### src/rtl/ir_cap_pkg.sv
package ir_cap_pkg;

    // Edge information derived from the synchronized line
    typedef struct packed {
        logic line_hi;   // synchronized level, 1 = idle/space
        logic rise;      // end of a mark
        logic fall;      // end of a space
    } ir_edge_t;

    typedef enum logic {
        LVL_SPACE = 1'b0,
        LVL_MARK  = 1'b1
    } ir_level_e;

    localparam int unsigned DEF_CLK_DIV     = 64;
    localparam int unsigned DEF_CNT_W       = 31;
    localparam int unsigned DEF_SYNC_STAGES = 2;

    // Terminal count for a counter of the given width
    function automatic logic [63:0] term_count(input int unsigned w);
        return (64'd1 << w) - 64'd2;
    endfunction

endpackage

### src/rtl/ir_sync_edge.sv
module ir_sync_edge
    import ir_cap_pkg::*;
#(
    parameter int unsigned STAGES = DEF_SYNC_STAGES
) (
    input  logic     clk,
    input  logic     rst,
    input  logic     ir_in,
    output ir_edge_t ev
);
    // chain[STAGES-1] is the synchronized level, chain[STAGES] its previous value
    logic [STAGES:0] chain;

    always_ff @(posedge clk) begin
        if (rst) chain <= '1;
        else     chain <= {chain[STAGES-1:0], ir_in};
    end

    always_comb begin
        ev.line_hi = chain[STAGES-1];
        ev.rise    =  chain[STAGES-1] & ~chain[STAGES];
        ev.fall    = ~chain[STAGES-1] &  chain[STAGES];
    end
endmodule

### src/rtl/ir_us_tick.sv
module ir_us_tick #(
    parameter int unsigned CLK_DIV = 64
) (
    input  logic clk,
    input  logic rst,
    input  logic en,
    output logic tick
);
    localparam int unsigned PW = (CLK_DIV > 2) ? $clog2(CLK_DIV) : 1;
    localparam logic [PW-1:0] LAST = PW'(CLK_DIV - 1);

    logic [PW-1:0] pre;

    always_ff @(posedge clk) begin
        if (rst || !en)       pre <= '0;
        else if (pre == LAST) pre <= '0;
        else                  pre <= pre + 1'b1;
    end

    assign tick = en && (pre == LAST);
endmodule

### src/rtl/ir_span_counter.sv
module ir_span_counter
    import ir_cap_pkg::*;
#(
    parameter int unsigned CNT_W = DEF_CNT_W
) (
    input  logic             clk,
    input  logic             rst,
    input  logic             en,
    input  logic             clear,
    input  logic             tick,
    output logic [CNT_W-1:0] cnt
);
    localparam logic [CNT_W-1:0] CNT_MAX = CNT_W'(term_count(CNT_W));

    always_ff @(posedge clk) begin
        if (rst || !en)                    cnt <= '0;
        else if (clear)                    cnt <= '0;
        else if (tick && cnt != CNT_MAX)   cnt <= cnt + 1'b1;
    end
endmodule

### src/rtl/ir_capture_unit.sv
module ir_capture_unit
    import ir_cap_pkg::*;
#(
    parameter int unsigned CNT_W = DEF_CNT_W
) (
    input  logic             clk,
    input  logic             rst,
    input  logic             en,
    input  ir_edge_t         ev,
    input  logic [CNT_W-1:0] cnt,
    input  logic [CNT_W-1:0] timeout_cfg,
    output logic             out_valid,
    output logic             out_level,
    output logic [CNT_W-1:0] out_dur,
    output logic             timeout_pulse,
    output logic [CNT_W-1:0] prev_fall
);
    logic armed;
    logic any_edge;
    logic to_fire;

    assign any_edge = ev.rise | ev.fall;
    assign to_fire  = armed && !any_edge && ev.line_hi && (cnt == timeout_cfg);

    always_ff @(posedge clk) begin
        if (rst || !en) begin
            out_valid     <= 1'b0;
            out_level     <= LVL_SPACE;
            out_dur       <= '0;
            timeout_pulse <= 1'b0;
            prev_fall     <= '0;
            armed         <= 1'b1;
        end else begin
            out_valid     <= any_edge;
            out_level     <= ev.rise ? LVL_MARK : LVL_SPACE;
            timeout_pulse <= to_fire;
            if (ev.fall) begin
                out_dur   <= cnt;
                prev_fall <= cnt;
            end else if (ev.rise) begin
                out_dur   <= cnt - prev_fall;
            end
            if (any_edge)     armed <= 1'b1;
            else if (to_fire) armed <= 1'b0;
        end
    end
endmodule

### src/rtl/ir_pulse_capture.sv
module ir_pulse_capture
    import ir_cap_pkg::*;
#(
    parameter int unsigned CLK_DIV     = DEF_CLK_DIV,
    parameter int unsigned CNT_W       = DEF_CNT_W,
    parameter int unsigned SYNC_STAGES = DEF_SYNC_STAGES
) (
    input  logic             clk,
    input  logic             rst,
    input  logic             en,
    input  logic             ir_in,
    input  logic [CNT_W-1:0] timeout_cfg,
    output logic             out_valid,
    output logic             out_level,
    output logic [CNT_W-1:0] out_dur,
    output logic             timeout_pulse
);
    ir_edge_t         ev;
    logic             tick;
    logic [CNT_W-1:0] cnt_val;
    logic [CNT_W-1:0] prev_fall_val;
    logic             line_hi;

    assign line_hi = ev.line_hi;

    ir_sync_edge #(.STAGES(SYNC_STAGES)) u_sync (
        .clk(clk), .rst(rst), .ir_in(ir_in), .ev(ev)
    );

    ir_us_tick #(.CLK_DIV(CLK_DIV)) u_tick (
        .clk(clk), .rst(rst), .en(en), .tick(tick)
    );

    ir_span_counter #(.CNT_W(CNT_W)) u_cnt (
        .clk(clk), .rst(rst), .en(en), .clear(ev.rise), .tick(tick), .cnt(cnt_val)
    );

    ir_capture_unit #(.CNT_W(CNT_W)) u_cap (
        .clk(clk), .rst(rst), .en(en), .ev(ev), .cnt(cnt_val),
        .timeout_cfg(timeout_cfg), .out_valid(out_valid), .out_level(out_level),
        .out_dur(out_dur), .timeout_pulse(timeout_pulse), .prev_fall(prev_fall_val)
    );
endmodule

### config.mk
export PLATFORM = sky130hd
export DESIGN_NAME = ir_pulse_capture
export DESIGN_NICKNAME = d
export VERILOG_FILES = /design/src/rtl/ir_cap_pkg.sv /design/src/rtl/ir_sync_edge.sv /design/src/rtl/ir_us_tick.sv /design/src/rtl/ir_span_counter.sv /design/src/rtl/ir_capture_unit.sv /design/src/rtl/ir_pulse_capture.sv
export SDC_FILE = /design/constraint.sdc
export NUM_CORES = 1
export LEC_CHECK = 0
export ABC_AREA = 1
export BUFFER_PORTS_ARGS = -buffer_cell sky130_fd_sc_hd__buf_2
export CAP_MARGIN = 15
export CORE_ASPECT_RATIO = 1.1
export CORE_MARGIN = 2
export CORE_UTILIZATION = 30
export CTS_BUF_LIST = sky130_fd_sc_hd__clkbuf_2
export CTS_CLUSTER_DIAMETER = 200
export DETAILED_ROUTE_END_ITERATION = 16
export MAX_ROUTING_LAYER = met4
export SLEW_MARGIN = 20
export SYNTH_ARGS = -nofsm -noshare
export SYNTH_HDL_FRONTEND = slang
export SYNTH_SLANG_ARGS = --single-unit
### constraint.sdc
create_clock -name clk -period 2.7 [get_ports clk]
set_input_delay 0.27 -clock clk [delete_from_list [all_inputs] [get_ports clk]]
set_output_delay 0.27 -clock clk [all_outputs]
set_load 0.005 [all_outputs]
==> results.py, run 1 <==
metrics = {
    "outcome": {
        "status": "complete, no violations",
    },
    "yosys": {
        "synth_area_um2": 7470,
        "synth.most_common_cell": "nand2_1",
        "synth_edf_count": 0,
        "synthTopCellsByCount": "nand2_1, inv_1, dfxtp_1, a21oi_1, nor2_1",
        "ys_types": 35,
        "yosys.area.top_type_share_pct": 28.4,
        "synth_ff_type": "dfxtp_1",
        "async_flop_share_pct": 0,
        "synth_top_area_cell": "dfxtp_1",
        "synthCells": 1229,
        "syn-num-nets": 1300,
        "ys_warn_count": 0,
        "ys_ff_latch": 106,
        "synth_area_leaders": "dfxtp_1, nand2_1, inv_1",
        "synth.avg_cell_area_um2": 6.08,
        "seq_area_frac_synth_pct": 28.4,
    },
    "route": {
        "wire_per_inst_um": 14.6,
        "vias_per_cell": 4.70,
        "drc": 0,
        "firstDrtPassIters": 5,
        "vias": 7532,
        "drtIter0Drc": 534,
        "antenna_left": 0,
        "wl_mm": 23.5,
    },
    "pwr": {
        "power_frac_comb_pct": 5.4,
        "p_leak_uw": 0.00408,
        "power_density_nw_per_um2": 316,
        "p_sw_share_pct": 28.4,
        "power.switching_uw": 747,
        "power_frac_clock_pct": 34.4,
        "peakVddDrop_uv": 168,
        "cell_internal_pwr_uw": 1880,
        "p_seq_share_pct": 60.1,
    },
    "layout": {
        "stdcell_count": 1603,
        "area_growth_pct": 11.2,
        "fillCellCount": 2751,
        "utilization_pct": 34.0,
        "nets": 1357,
        "drive_gt1_share_pct": 10.1,
        "fin_area_um2": 8310,
    },
    "setup_path": {
        "cpPeakStageDelay_ps": 460,
        "startpoint_type": "register",
        "path_max_fanout": 5,
        "crit_type": "register to register",
        "crit_arrival_ps": 2980,
        "cp_top_family": "simple AND/OR/NAND/NOR gates",
        "worstSetupEndpointType": "register",
        "crit_path_cell_trace": "inv_1 -> ha_1 -> inv_1 -> fa_1 -> nand3_1 -> nand3_1 -> nand3_1 -> nand3_1 -> nand3_1 -> nand2_1 -> nand2_1 -> nand3_1 -> nand2_1 -> nand2_1 -> nand2_1",
        "worstPathRequired_ps": 3300,
        "cpMostUsedCell": "nand3_1",
        "cp.buffers_inverters": 2,
        "cp_slowest_cell": "fa_1",
    },
    "sta": {
        "slew_viol_final": 0,
        "clock_skew_ps": 45.1,
        "finalCriticalPeriod_ps": 2370,
        "hold_viol_final": 0,
        "rsz0062_at_grt": "no",
        "fmax_ghz": 0.421,
        "timing.setup.tns_ps": 0,
        "tightestPinTransition_ps": 590,
        "relSlewSlack_pct": 60.3,
        "fin_hold_ws_ps": 105,
        "setup_violations": 0,
        "min_period_over_period_pct": 87.9,
    },
    "clock_tree": {
        "cts_root_buf": "clkbuf_2",
        "h-tree-depth": 3,
        "clk_latency_ps": 660,
        "cts_buffers": 9,
        "cts_tree": "built",
        "cts.path.max_buffers": 2,
        "cts.clk_slew.worst_paths_ps": 360,
        "clkSinkCount": 106,
        "cts_setup_buffers": 0,
    },
    "global_routing": {
        "overflow": 0,
        "antenna_found_initial": 2,
        "grt_pass1_wl_mm": 37.5,
        "grt_usage_pct": 18.8,
        "grt_pass1_vias": 7073,
        "grt_max_degree": 45,
    },
    "floorplanning": {
        "die_width_um": 155,
        "die_y_um": 170,
        "io_pins": 69,
        "dieArea_um2": 26200,
        "core-area_um2": 24500,
        "initial_core_util_pct": 30.5,
        "rows": 60,
    },
    "placed_design": {
        "dp.cells": 1581,
        "dp_hpwl_mm": 18.8,
        "place_congestion": 0.944,
        "portBuffers": 68,
        "postPlaceCellArea_um2": 8130,
    },
    "worst_hold_path": {
        "hp-class": "primary input to register",
    },
    "flow_run": {
        "cap_viol_max_count": 0,
    },
}
==> area by class of cell <==
class | count | area, um2 | area share, %
multi-input combinational | 902 | 4440 | 53.4
clock buffer | 9 | 45.0 | 0.542
antenna | 2 | 5.00 | 0.0602
sequential | 106 | 2120 | 25.5
tap | 310 | 388 | 4.67
clock inverter | 7 | 95.1 | 1.14
inverter | 171 | 642 | 7.72
timing repair buffer | 96 | 573 | 6.89
==> registers in the layout (all words and copies together) (netlist names) <==
register	flops
u_cap.out_dur	31
u_cap.prev_fall	31
u_cnt.cnt	31
u_tick.pre	6
u_sync.chain	3
u_cap.armed	1
u_cap.out_level	1
u_cap.out_valid	1
u_cap.timeout_pulse	1
==> worst register-to-register path, cell delays in order, from the launching register on <==
cell and delay, ps:
dfxtp_1 430, inv_1 90, ha_1 140, inv_1 80, fa_1 460, nand3_1 120
nand3_1 160, nand3_1 120, nand3_1 190, nand3_1 170, nand2_1 60, nand2_1 50
nand3_1 60, nand2_1 70, nand2_1 50, nand2_1 60
==> per-layer routing <==
layer | track usage [%] | vias up | part of all wire [%] | routed length, um
met3 | 2.45 | 28 | 3.8 | 881
met1 | 24.7 | 3402 | 48 | 11300
li1 | - | 3934 | - | -
met5 | - | - | 0 | 0
met4 | 5.27 | 0 | 1.9 | 441
met2 | 30.5 | 168 | 46 | 10800
==> final timing paths <==
path	start	end	slack (ps)	cells after the start
worst max-delay path	u_cnt.cnt[0]$_SDFFE_PP0P_	u_cap.out_dur[20]$_SDFFE_PP0P_	330	15
worst max register to register	u_cnt.cnt[0]$_SDFFE_PP0P_	u_cap.out_dur[20]$_SDFFE_PP0P_	330	15
worst min register to register	u_sync.chain[0]$_SDFF_PP1_	u_sync.chain[1]$_SDFF_PP1_	460	1
worst min-delay path	timeout_cfg[12]	u_cap.timeout_pulse$_SDFF_PP0_	100	6
==> power by group through the flow <==
stage	sequential (uW)	combinational (uW)	clock [uW]
after floorplan	1600	73.7	0
after global placement	1600	141	0
after detailed placement	1600	141	0
after CTS	1580	145	937
after global routing	1580	158	992
final	1580	143	905
==> repair_timing <==
action,CTS,global route
resized for setup,0,0
endpoints found under the setup margin,0,0
hold buffers,4,0
endpoints found under the hold margin,4,0
==> cell usage in the layout, fill, tap and decap left out <==
| cell type | count |
|---|---|
| nor3b_1 | 1 |
| xor2_1 | 25 |
| diode_2 | 2 |
| nand4_1 | 14 |
| nor4_2 | 2 |
| nor3_2 | 8 |
| inv_1 | 165 |
| o22ai_1 | 4 |
| a31oi_1 | 1 |
| a21boi_0 | 2 |
| clkinv_4 | 1 |
| inv_2 | 6 |
| clkbuf_2 | 9 |
| clkinv_8 | 1 |
| nor3_4 | 1 |
| nand2_2 | 1 |
| nand3_1 | 57 |
| dfxtp_1 | 106 |
| nor4_1 | 2 |
| bufinv_16 | 1 |
| or2_2 | 3 |
| a22o_1 | 7 |
| fa_1 | 1 |
| buf_4 | 23 |
| inv_6 | 2 |
| o21bai_1 | 3 |
| buf_2 | 68 |
| nor2_1 | 85 |
| a21o_1 | 3 |
| a21oi_1 | 99 |
| dlygate4sd3_1 | 4 |
| buf_12 | 1 |
| nor3_1 | 14 |
| nor2_2 | 2 |
| nand3b_1 | 3 |
| xnor2_1 | 28 |
| ha_1 | 35 |
| inv_8 | 2 |
| o21ai_0 | 22 |
| nand2_1 | 479 |
==> metrics by stage <==
step / setup WS [ps] / total power [uW]
finish: 326 / 2630
CTS: 330 / 2660
global route: 124 / 2730
global placement: 454 / 1740
detailed placement: 412 / 1740
floorplan: 716 / 1680
==> cells by family (layout without fill, tap and decap cells) <==
family	after synthesis	count (layout)	share of synthesized area, %
adders and majority gates	36	36	6.13
buffers and inverters	221	283	12.2
and+or+nand+nor	672	672	36.9
xor gates and xnor gates	53	53	6.21
other	0	2	0
AOI/OAI and AO/OA	141	141	10.1
DFF	106	106	28.4
No activity file was read; power rests on OpenSTA's default activity.
==> run 2, diff against run 1 <==
ABC_AREA = default   (was 1)
==> results.py, run 2 <==
metrics = {
    "setup_path": {
        "crit_path_cell_trace": "inv_4 -> ha_4 -> inv_2 -> fa_2 -> a21o_1 -> a221o_1 -> a41oi_2 -> a21oi_2 -> o41a_1 -> buf_4 -> buf_6 -> nand3_2 -> o21ai_2 -> xnor2_1 -> o22ai_1",
        "crit_type": "register to register",
        "r2r_cells": 15,
        "crit_arrival_ps": 3600,
        "rr_endpoint": "u_cap.out_dur[24]$_SDFFE_PP0P_",
        "startpoint_type": "register",
        "cp.buffers_inverters": 4,
        "path_max_fanout": 4,
        "cp_slowest_cell": "o41a_1",
        "reg2reg_slack_ps": -260,
        "worstPathRequired_ps": 3340,
        "cp_top_family": "compound AO/OA/AOI/OAI gates",
        "reg2reg_from": "u_cnt.cnt[0]$_SDFFE_PP0P_",
        "cpPeakStageDelay_ps": 420,
        "worstSetupEndpointType": "register",
        "setup.worst_path.start": "u_cnt.cnt[0]$_SDFFE_PP0P_",
    },
    "floorplanning": {
        "initial_core_util_pct": 30.4,
        "core-area_um2": 20500,
        "die_width_um": 141,
        "dieArea_um2": 21900,
        "rows": 55,
        "io_pins": 69,
        "die_y_um": 155,
    },
    "yosys": {
        "synth_area_um2": 6230,
        "ys_types": 51,
        "synthTopCellsByCount": "dfxtp_1, nor2_1, a21oi_1, nand2_1, xnor2_1",
        "synth_edf_count": 0,
        "synth.most_common_cell": "dfxtp_1",
        "synth_area_leaders": "dfxtp_1, ha_1, xnor2_1",
        "yosys.area.top_type_share_pct": 34.1,
        "synth.avg_cell_area_um2": 8.05,
        "ys_ff_latch": 106,
        "synth_top_area_cell": "dfxtp_1",
        "async_flop_share_pct": 0,
        "synth_ff_type": "dfxtp_1",
        "ys_warn_count": 0,
        "syn-num-nets": 845,
        "synthCells": 774,
        "seq_area_frac_synth_pct": 34.1,
    },
    "flow_run": {
        "cap_viol_max_count": 0,
    },
    "route": {
        "vias": 5875,
        "wire_per_inst_um": 16.1,
        "firstDrtPassIters": 5,
        "drtIter0Drc": 310,
        "drc": 0,
        "wl_mm": 18.8,
        "antenna_left": 0,
        "vias_per_cell": 5.06,
    },
    "sta": {
        "rsz0062_at_grt": "yes",
        "clock_skew_ps": 42.8,
        "setup_violations": 7,
        "fin_ws_ps": -263,
        "tightestPinTransition_ps": 791,
        "relSlewSlack_pct": 46.8,
        "slew_viol_final": 0,
        "min_period_over_period_pct": 110,
        "finalCriticalPeriod_ps": 2960,
        "hold_viol_final": 0,
        "fmax_ghz": 0.338,
    },
    "clock_tree": {
        "cts_tree": "built",
        "clkSinkCount": 106,
        "cts.clk_slew.worst_paths_ps": 310,
        "cts_buffers": 9,
        "clk_latency_ps": 670,
        "h-tree-depth": 3,
        "cts_root_buf": "clkbuf_2",
        "cts.path.max_buffers": 2,
    },
    "placed_design": {
        "portBuffers": 68,
        "postPlaceCellArea_um2": 7380,
        "place_congestion": 0.914,
        "dp_hpwl_mm": 14.1,
        "dp.cells": 1132,
    },
    "layout": {
        "area_growth_pct": 26.4,
        "nets": 971,
        "fin_area_um2": 7880,
        "final_common_cell": "dfxtp_1",
        "reg.largest.list": "u_cap.out_dur (31), u_cap.prev_fall (31), u_cnt.cnt (31)",
        "layout.cells.most_common_list": "dfxtp_1, buf_4, nor2_1",
        "drive_gt1_share_pct": 26.6,
        "stdcell_count": 1162,
    },
    "outcome": {
        "status": "finished, violations left",
        "violations": "negative setup slack",
    },
    "worst_hold_path": {
        "min_path_cells": 4,
        "hp-class": "primary input to register",
        "hold_path_end": "u_cap.out_valid$_SDFF_PP0_",
        "hold_start": "en",
    },
    "global_routing": {
        "grt_pass1_wl_mm": 29.3,
        "grt_usage_pct": 17.5,
        "overflow": 0,
        "grt_pass1_vias": 5665,
        "grt_max_degree": 61,
        "antenna_found_initial": 1,
    },
    "pwr": {
        "peakVddDrop_uv": 178,
        "power_density_nw_per_um2": 332,
        "p_leak_uw": 0.00338,
    },
}
## run 2: worst max path at each step
stage / endpoint / slack, ps / cells past startpoint
after floorplan: u_cap.out_dur[30]$_SDFFE_PP0P_ / -260 / 14
after global placement: u_cap.out_dur[30]$_SDFFE_PP0P_ / -280 / 12
after detailed placement: u_cap.out_dur[30]$_SDFFE_PP0P_ / -290 / 12
after CTS: u_cap.out_dur[30]$_SDFFE_PP0P_ / -290 / 13
after global routing: u_cap.out_dur[30]$_SDFFE_PP0P_ / -430 / 13
final: u_cap.out_dur[24]$_SDFFE_PP0P_ / -260 / 15
## run 2: area by class of cell
| cell class | count | area, um2 |
|---|---|---|
| repair buffers | 165 | 1100 |
| multi-input cells | 577 | 4040 |
| inverters | 41 | 156 |
| clock inverters | 7 | 73.8 |
| well taps | 256 | 320 |
| clock buffers | 9 | 45.0 |
| fillers | 2138 | 12600 |
| flip-flops and latches | 106 | 2140 |
| diodes | 1 | 2.50 |
## run 2: metal layers
| metal | GRT usage [%] | vias up | part of all wire [%] |
|---|---|---|---|
| met2 | 28.1 | 135 | 47 |
| met1 | 21.8 | 2786 | 45 |
| met5 | - | - | 0 |
| li1 | - | 2933 | - |
| met4 | 6.24 | 0 | 2.1 |
| met3 | 3.88 | 21 | 5.6 |
## run 2: worst register-to-register path: stages, from the launching register on
cell	delay, ps
dfxtp_2	410
inv_4	60
ha_4	120
inv_2	30
fa_2	350
a21o_1	180
a221o_1	340
a41oi_2	230
a21oi_2	90
o41a_1	420
buf_4	180
buf_6	110
nand3_2	60
o21ai_2	60
xnor2_1	130
o22ai_1	150
## run 2: what timing repair did
item / CTS / global route
gates resized for setup: 22 / 40
setup endpoints to repair: 22 / 20
endpoints found under the hold margin: 3 / 0
pin swaps: 15 / 23
setup buffers: 4 / 7
hold buffers: 3 / 0
cloned: 0 / 0
## run 2: cells by family after synthesis
group                      synth area share, %
AOI/OAI and AO/OA                         18.5
xor gates and xnor gates                  12.1
adders and majority gates                 7.35
buffers and inverters                     5.56
DFF                                       34.1
muxes                                     3.53
and+or+nand+nor                           18.9
## run 2: through the flow
stage                     setup slack (ps)  setup TNS (ps)  utilization, %  hold slack, ps  power, uW
after global routing                  -426           -2390            38.4            63.8       2710
after global placement                -275           -1710            36.0             395       1830
final                                 -263           -1410            38.4             119       2610
after CTS                             -293           -1560            37.2            80.1       2630
after detailed placement              -293           -2040            36.0             402       1830
after floorplan                       -263           -1020               -             374       1730
## run 2: report_power, final
part	internal [uW]	leakage [uW]	switching [uW]	total, uW
logic	82.2	0.00245	127	209
clock network	221	0.0000731	587	809
registers	1590	0.000863	8.24	1590
==> run 3, diff against run 2 <==
CORE_UTILIZATION = 35   (was 30)
==> results.py, run 3 (synthesis gave the netlist of run 2 again) <==
metrics = {
    "outcome": {
        "status": "finished, violations left",
        "violations": "negative setup slack",
    },
    "pwr": {
        "power_frac_comb_pct": 8.1,
        "power.switching_uw": 694,
        "p_sw_share_pct": 27.0,
        "cell_internal_pwr_uw": 1880,
        "p_seq_share_pct": 61.9,
        "power_density_nw_per_um2": 338,
        "power_frac_clock_pct": 30.0,
        "peakVddDrop_uv": 180,
        "p_leak_uw": 0.00329,
    },
    "layout": {
        "utilization_pct": 43.4,
        "reg.largest.list": "u_cap.out_dur (31), u_cap.prev_fall (31), u_cnt.cnt (31)",
        "stdcell_count": 1127,
        "final_common_cell": "dfxtp_1",
        "area_growth_pct": 22.3,
        "fillCellCount": 1798,
        "nets": 956,
        "layout.cells.most_common_list": "dfxtp_1, nor2_1, buf_4",
        "drive_gt1_share_pct": 24.2,
        "n_antenna_cell": 0,
    },
    "flow_run": {
        "cap_viol_max_count": 0,
    },
    "sta": {
        "hold_viol_final": 0,
        "tightestPinTransition_ps": 596,
        "fin_ws_ps": -273,
        "clock_skew_ps": 68.5,
        "finalCriticalPeriod_ps": 2970,
        "fin_hold_ws_ps": 86.8,
        "rsz0062_at_grt": "yes",
        "timing.setup.tns_ps": -1260,
        "min_period_over_period_pct": 110,
        "setup_violations": 6,
        "relSlewSlack_pct": 60.3,
        "slew_viol_final": 0,
        "fmax_ghz": 0.336,
    },
    "route": {
        "drtIter0Drc": 336,
        "wire_per_inst_um": 15.6,
        "vias_per_cell": 5.13,
        "vias": 5782,
        "wl_mm": 17.6,
        "firstDrtPassIters": 5,
        "antenna_left": 0,
        "drc": 0,
    },
    "clock_tree": {
        "clkSinkCount": 106,
        "h-tree-depth": 3,
        "clk_latency_ps": 650,
        "cts.clk_slew.worst_paths_ps": 290,
        "cts.path.max_buffers": 2,
        "cts_buffers": 9,
        "cts_tree": "built",
        "cts_root_buf": "clkbuf_2",
    },
    "setup_path": {
        "crit_type": "register to register",
        "reg2reg_slack_ps": -270,
        "worstSetupEndpointType": "register",
        "startpoint_type": "register",
        "cpPeakStageDelay_ps": 430,
        "cp_slowest_cell": "o41a_1",
        "worstPathRequired_ps": 3290,
        "crit_arrival_ps": 3570,
        "crit_path_cell_trace": "inv_4 -> ha_4 -> inv_2 -> fa_2 -> a21o_1 -> a221o_1 -> a41oi_2 -> a21oi_2 -> o41a_1 -> a31oi_1 -> xor2_1 -> o211ai_1 -> o211a_1",
        "path_max_fanout": 5,
    },
    "floorplanning": {
        "die_y_um": 144,
        "io_pins": 69,
        "initial_core_util_pct": 35.5,
        "core-area_um2": 17500,
        "dieArea_um2": 18900,
        "rows": 51,
        "die_width_um": 131,
    },
    "global_routing": {
        "grt_max_degree": 48,
        "antenna_found_initial": 0,
        "overflow": 0,
        "grt_pass1_wl_mm": 27.8,
        "grt_usage_pct": 19.2,
        "grt_pass1_vias": 5393,
    },
    "worst_hold_path": {
        "hp-class": "primary input to register",
    },
    "placed_design": {
        "dp.cells": 1105,
        "place_congestion": 0.871,
        "dp_hpwl_mm": 13.1,
        "place_ws_ps": -322,
        "portBuffers": 68,
    },
}
-- run 3: what timing repair did --
item / 4_1_cts / 5_1_grt
setup endpoints to repair: 19 / 28
pin swaps: 10 / 29
hold buffers: 3 / 0
resized for setup: 16 / 35
buffers inserted: 2 / 6
hold endpoints to repair: 8 / 0
gates cloned: 0 / 0
-- run 3: final timing paths --
path,start,cells past startpoint,endpoint
setup reg to reg,u_cnt.cnt[0]$_SDFFE_PP0P_,13,u_cap.out_dur[22]$_SDFFE_PP0P_
setup / recovery,u_cnt.cnt[0]$_SDFFE_PP0P_,13,u_cap.out_dur[22]$_SDFFE_PP0P_
hold reg to reg,u_sync.chain[0]$_SDFF_PP1_,1,u_sync.chain[1]$_SDFF_PP1_
hold / removal,en,4,u_cap.out_dur[1]$_SDFFE_PP0P_
-- run 3: layout make-up --
type	count	area [um2]	area share, %
Sequential cell	106	2140	28.1
Clock buffer	9	45.0	0.591
Inverter	41	156	2.05
Clock inverter	6	65.1	0.854
Tap cell	238	298	3.91
Timing Repair Buffer	150	983	12.9
Multi-Input combinational cell	577	3940	51.6
-- run 3: power by group through the flow --
stage                     Sequential, uW  Clock [uW]  Combinational (uW)
after global routing                1600         868                 227
after CTS                           1600         802                 209
after detailed placement            1620           0                 205
final                               1590         772                 209
after floorplan                     1620           0                 107
after global placement              1620           0                 205
-- run 3: per-stage QoR --
stage | total power, uW | instance area (um2)
6_report | 2570 | 7620
5_1_grt | 2690 | 7620
4_1_cts | 2610 | 7490
3_5_place_dp | 1830 | 7290
3_3_place_gp | 1830 | 7290
2_1_floorplan | 1730 | 6270
-- run 3: per-layer routing --
layer / GRT usage, % / wire length (um) / vias up
li1: - / - / 2916
met1: 24.3 / 8300 / 2711
met2: 30.9 / 8070 / 122
met3: 3.21 / 673 / 33
met4: 7.44 / 529 / 0
met5: - / 0 / -
-- run 3: critical path: cells and delay by family, from the launching register on --
kind	cells	cell delay [ps]
fa+ha+maj	2	470
buf+inv	2	80
compound gates	8	1890
flops	1	400
xor+xnor	1	90
